`src/rtl/drv_enable_pkg.sv`:
```
package drv_enable_pkg;
    localparam int WORD_W = 16;
    localparam int CFG_W  = 11;
    localparam int LOCK_W = 3;

    typedef struct packed {
        logic              enable;
        logic [CFG_W-1:0]  cfg;
        logic [LOCK_W-1:0] lock;
        logic              clr;
    } ctrl_word_t;

    typedef enum logic [LOCK_W-1:0] {
        LOCK_SHUT = 3'b011,
        LOCK_OPEN = 3'b110
    } lock_cmd_e;

    localparam logic [LOCK_W-1:0] LOCK_RESET = LOCK_SHUT;

    function automatic logic is_lock_cmd(input logic [LOCK_W-1:0] v);
        return (v == LOCK_SHUT) || (v == LOCK_OPEN);
    endfunction
endpackage

```
`src/rtl/drv_settle_timer.sv`:
```
module drv_settle_timer #(
    parameter int SETTLE_CYC = 1250
) (
    input  logic clk,
    input  logic rst,
    input  logic pwr_ready,
    output logic settled
);
    localparam int CNT_W = (SETTLE_CYC < 1) ? 1 : $clog2(SETTLE_CYC + 1);
    localparam logic [CNT_W-1:0] LIMIT = CNT_W'(SETTLE_CYC);

    logic             ready_seen;
    logic [CNT_W-1:0] cnt;

    always_ff @(posedge clk) begin
        if (rst) begin
            ready_seen <= 1'b0;
            cnt        <= '0;
        end else begin
            if (pwr_ready)
                ready_seen <= 1'b1;
            if ((pwr_ready || ready_seen) && cnt != LIMIT)
                cnt <= CNT_W'(cnt + 1'b1);
        end
    end

    assign settled = ready_seen && (cnt == LIMIT);
endmodule

```
`src/rtl/drv_lock_cfg.sv`:
```
module drv_lock_cfg
    import drv_enable_pkg::*;
(
    input  logic              clk,
    input  logic              rst,
    input  logic              wr_hit,
    input  ctrl_word_t        wr_word,
    output logic [CFG_W-1:0]  cfg,
    output logic [LOCK_W-1:0] lock
);
    always_ff @(posedge clk) begin
        if (rst) begin
            lock <= LOCK_RESET;
            cfg  <= '0;
        end else if (wr_hit) begin
            if (is_lock_cmd(wr_word.lock))
                lock <= wr_word.lock;
            if (lock == LOCK_OPEN)
                cfg <= wr_word.cfg;
        end
    end
endmodule

```
`src/rtl/drv_enable_core.sv`:
```
module drv_enable_core (
    input  logic clk,
    input  logic rst,
    input  logic wr_hit,
    input  logic wr_en_bit,
    input  logic wr_clr_bit,
    input  logic fault_latched,
    input  logic all_ch_cfg,
    input  logic drv_off,
    input  logic settled,
    output logic enable,
    output logic clr_pulse
);
    logic force_off;
    logic clr_wins;
    logic set_ok;

    assign force_off = drv_off || (fault_latched && all_ch_cfg);
    assign clr_wins  = wr_clr_bit && fault_latched;
    assign set_ok    = settled && !drv_off && !fault_latched && !clr_wins;

    always_ff @(posedge clk) begin
        if (rst) begin
            enable    <= 1'b0;
            clr_pulse <= 1'b0;
        end else begin
            clr_pulse <= wr_hit && wr_clr_bit;
            if (force_off)
                enable <= 1'b0;
            else if (wr_hit) begin
                if (!wr_en_bit)
                    enable <= 1'b0;
                else if (set_ok)
                    enable <= 1'b1;
            end
        end
    end
endmodule

```
`src/rtl/drv_enable_ctrl.sv`:
```
module drv_enable_ctrl
    import drv_enable_pkg::*;
#(
    parameter int              ADDR_W     = 8,
    parameter logic [ADDR_W-1:0] CTRL_ADDR = 8'h1B,
    parameter int              SETTLE_CYC = 1250
) (
    input  logic              clk,
    input  logic              rst,
    input  logic              wr_en,
    input  logic [ADDR_W-1:0] wr_addr,
    input  logic [WORD_W-1:0] wr_data,
    input  logic              fault_latched,
    input  logic              all_ch_cfg,
    input  logic              drv_off,
    input  logic              pwr_ready,
    output logic              drv_en_o,
    output logic              clr_pulse_o,
    output logic [WORD_W-1:0] rd_word_o
);
    ctrl_word_t        wr_word;
    ctrl_word_t        rd_word;
    logic              wr_hit;
    logic              settled;
    logic [CFG_W-1:0]  cfg;
    logic [LOCK_W-1:0] lock;

    assign wr_word = ctrl_word_t'(wr_data);
    assign wr_hit  = wr_en && (wr_addr == CTRL_ADDR);

    drv_settle_timer #(.SETTLE_CYC(SETTLE_CYC)) u_settle (
        .clk       (clk),
        .rst       (rst),
        .pwr_ready (pwr_ready),
        .settled   (settled)
    );

    drv_lock_cfg u_lock (
        .clk     (clk),
        .rst     (rst),
        .wr_hit  (wr_hit),
        .wr_word (wr_word),
        .cfg     (cfg),
        .lock    (lock)
    );

    drv_enable_core u_core (
        .clk           (clk),
        .rst           (rst),
        .wr_hit        (wr_hit),
        .wr_en_bit     (wr_word.enable),
        .wr_clr_bit    (wr_word.clr),
        .fault_latched (fault_latched),
        .all_ch_cfg    (all_ch_cfg),
        .drv_off       (drv_off),
        .settled       (settled),
        .enable        (drv_en_o),
        .clr_pulse     (clr_pulse_o)
    );

    always_comb begin
        rd_word.enable = drv_en_o;
        rd_word.cfg    = cfg;
        rd_word.lock   = lock;
        rd_word.clr    = 1'b0;
    end
    assign rd_word_o = rd_word;
endmodule

```
`config.mk`:
```
export PLATFORM = sky130hd
export DESIGN_NAME = drv_enable_ctrl
export DESIGN_NICKNAME = d
export VERILOG_FILES = /design/src/rtl/drv_enable_pkg.sv /design/src/rtl/drv_settle_timer.sv /design/src/rtl/drv_lock_cfg.sv /design/src/rtl/drv_enable_core.sv /design/src/rtl/drv_enable_ctrl.sv
export SDC_FILE = /design/constraint.sdc
export NUM_CORES = 1
export LEC_CHECK = 0
export ABC_AREA = 1
export BUFFER_PORTS_ARGS = -buffer_cell sky130_fd_sc_hd__buf_4
export CAP_MARGIN = 40
export CORE_MARGIN = 2
export CORE_UTILIZATION = 46
export CTS_CLUSTER_DIAMETER = 50
export DETAILED_ROUTE_END_ITERATION = 7
export GPL_ROUTABILITY_DRIVEN = 1
export PLACE_DENSITY = 0.73
export SETUP_SLACK_MARGIN = 0.02
export SYNTH_ARGS = -nofsm -noshare
export SYNTH_HDL_FRONTEND = slang
export SYNTH_HIERARCHICAL = 1
export SYNTH_SLANG_ARGS = --single-unit
```
`constraint.sdc`:
```
create_clock -name clk -period 1.46 [get_ports clk]
set_input_delay 0.292 -clock clk [delete_from_list [all_inputs] [get_ports clk]]
set_output_delay 0.292 -clock clk [all_outputs]
set_load 0.05 [all_outputs]
```
==> qor.csv <==
metric,value,unit
Final WS setup,129,ps
vias in the first global route,1436,
Synth area leader,dfxtp_1,
Finished Core Util,61.5,%
Clock Path Buffers,2,
Lkg Pwr,0.989,nW
pin count of the biggest net entering global routing,17,
post-synthesis sequential area ratio,35.8,%
Synth Area in Compound Gates,3.19,%
Remaining DRCs,0,
core area,3310,µm²
CP Max Fanout,3,
main combinational cell family by area after synthesis,simple AND/OR/NAND/NOR gates,
worst skew pair latency,320,ps
crit path DAT,1600,ps
fraction of layout instances using a drive strength above 1,29.2,%
FMAX,0.751,GHz
wire length per cell,10.1,µm
Yosys reg bits,28,
CP dominant cell by count,nand2_1,
Initial DRC Count,113,
worst vdd rail ir drop,0.000336,V
Adder-Cell Fraction of Synth Area,1.60,%
Critical Path End Type,register,
Multi-input gate area,802,µm²
status,"finished, final reports clean",
Row Count,21,
DR vias,1508,
max_cap viols,0,
filler instances,333,
Final Cycle Share,91.2,%
Yosys top cell area share,35.8,%
Syn Nets,272,
final setup skew,1.68,ps
Die Height,62.4,µm
post-layout minimum cycle time,1330,ps
Post-CTS Setup Inserts,0,
Hold Slack,183,ps
top-count cell post-synth,nand2_1,
full die area,3890,µm²
vias per inst,4.51,
global route overflow,0,
sequential cell area,567,µm²
top cell family by delay on the critical path,simple AND/OR/NAND/NOR gates,
Post-Synthesis Cells,239,
Total Routing Usage GR,18.7,%
xor/xnor share of the synthesized area,2.79,%
Power Total,1.46,mW
initial antenna violation count,0,
CTS resizes,0,
TritonCTS clock tree,done,
Final Max Tran Viols,0,
Post-DP HPWL,2610,µm
routed wire length,3360,µm
clock slew at reported path FFs,150,ps
slowest CP cell,dfxtp_2,
final hold violations,0,
WS Path Type,register to register,
I/O pin total,49,
synth cell count leaders,"nand2_1, nor2_1, inv_1",
first drt pass iteration count,4,
Synth Flop Type,dfxtp_1,
RSZ-0062 raised after global routing,true,
Hold Buf Count CTS,0,
RD Place Congestion,0.828,
Port Buffer Count,47,
clock root cell,clkbuf_4,
H-tree levels,1,
dpl ws,41.1,ps
synthesized area,1570,µm²
ANT nets after route,0,
worst path cell trace,inv_2 -> ha_1 -> nand2_2 -> nor2_4 -> inv_1 -> nor3b_2 -> nand2_1 -> nand2_1 -> nand3_1 -> nor2_1,
Num CTS Buffers,3,
Die Wd,62.4,µm
Critical Path RT,1730,ps
Syn. warnings,6,
area delta synth->final,29.8,%
placed cell area,1960,µm²
CP startpoint kind,register,
Simple-Gate Fraction of Synth Area,42.5,%
Min-Delay Path Class,input port to register,
setup violators final,0,
Mapped Avg Cell Area,6.56,µm²
"slowest stage delay, CP",360,ps
diodes inserted,0,
first-pass GRT wire length,6010,µm
fin area,2040,µm²
top area cells in the synthesized netlist,"dfxtp_1, nand2_1, nor2_1",
NumNets Final,322,
Post-synth EDFFs,0,
CTS sink count,28,
"FFs w/ async S/R, synth",0,%
Power Density,716,nW/µm²
post-synthesis mux area share,0,%
CP Buf/Inv Count,2,
Synth cell types,26,
Initial Util,47.4,%
## cell type report
| class | instances | area share, % |
|---|---|---|
| Tap cell | 46 | 2.83 |
| Timing Repair Buffer | 53 | 19.5 |
| Clock buffer | 3 | 1.11 |
| Clock inverter | 1 | 1.48 |
| Multi-Input combinational cell | 162 | 39.4 |
| Sequential cell | 28 | 27.8 |
| Inverter | 41 | 7.81 |
## routing by layer
metal	up-vias	global-route usage [%]	share of wire, %
met5	-	0	0
met4	0	6.67	1.0
met3	4	3.06	4.0
met2	26	33.2	50
met1	667	22.9	45
li1	811	-	-
## power breakdown
| group | internal [mW] | leakage [nW] | total (mW) | switching, mW |
|---|---|---|---|---|
| Combinational | 0.0882 | 0.734 | 0.171 | 0.0828 |
| Clock | 0.278 | 0.0279 | 0.499 | 0.222 |
| Sequential | 0.776 | 0.228 | 0.788 | 0.0119 |
## cell usage in the layout, fill, tap and decap left out
master	count
nand3_4	1
nand2_1	58
dfxtp_2	2
bufinv_16	1
inv_2	3
nor2_1	47
nor3b_2	1
xor2_1	4
conb_1	1
nand2_8	1
inv_6	1
nand4_1	5
dfxtp_4	1
dfxtp_1	25
xnor2_1	1
nor2_2	7
inv_1	37
buf_4	53
nand3_1	18
nand3b_1	3
a21oi_1	2
a21oi_2	4
nor2_4	2
o21ai_1	1
ha_1	2
clkbuf_4	3
nand2_2	4
## final timing paths
check                               startpoint                                to  slack [ps]  cells past startpoint
setup / recovery  u_settle/cnt[0]$_SDFFE_PP0P_        u_core/enable$_SDFFE_PP0P_         130                     10
hold / removal                       pwr_ready  u_settle/ready_seen$_SDFFE_PP0P_         180                      3
setup reg to reg  u_settle/cnt[0]$_SDFFE_PP0P_        u_core/enable$_SDFFE_PP0P_         130                     10
hold reg to reg     u_lock/cfg[1]$_SDFFE_PP0P_        u_lock/cfg[1]$_SDFFE_PP0P_         500                      2
## through the flow
step	cells	setup TNS, ps
after floorplan	239	0
after global placement	330	0
after detailed placement	330	0
after CTS	334	0
after global routing	334	-24.5
final	334	0
## cells by family (layout without fill, tap and decap cells)
kind of cell	after synthesis	count (layout)
adder cells (fa/ha/maj)	2	2
buffers and inverters	49	98
XOR/XNOR	5	5
AND/OR/NAND/NOR	147	147
flip-flops	28	28
other	1	1
AO/OA/AOI/OAI	7	7
## sequential cells by signal (all words and copies together) (netlist names)
name and count:
u_lock/lock 3, u_core/enable 1, u_settle/cnt 11, u_core/clr_pulse 1, u_lock/cfg 11, u_settle/ready_seen 1
## worst min-delay path: cells and delay by family
family	cells	cell delay, ps
buffers and inverters	1	80
AND/OR/NAND/NOR	2	110
Note: power is estimated with default switching activity, not from simulation.
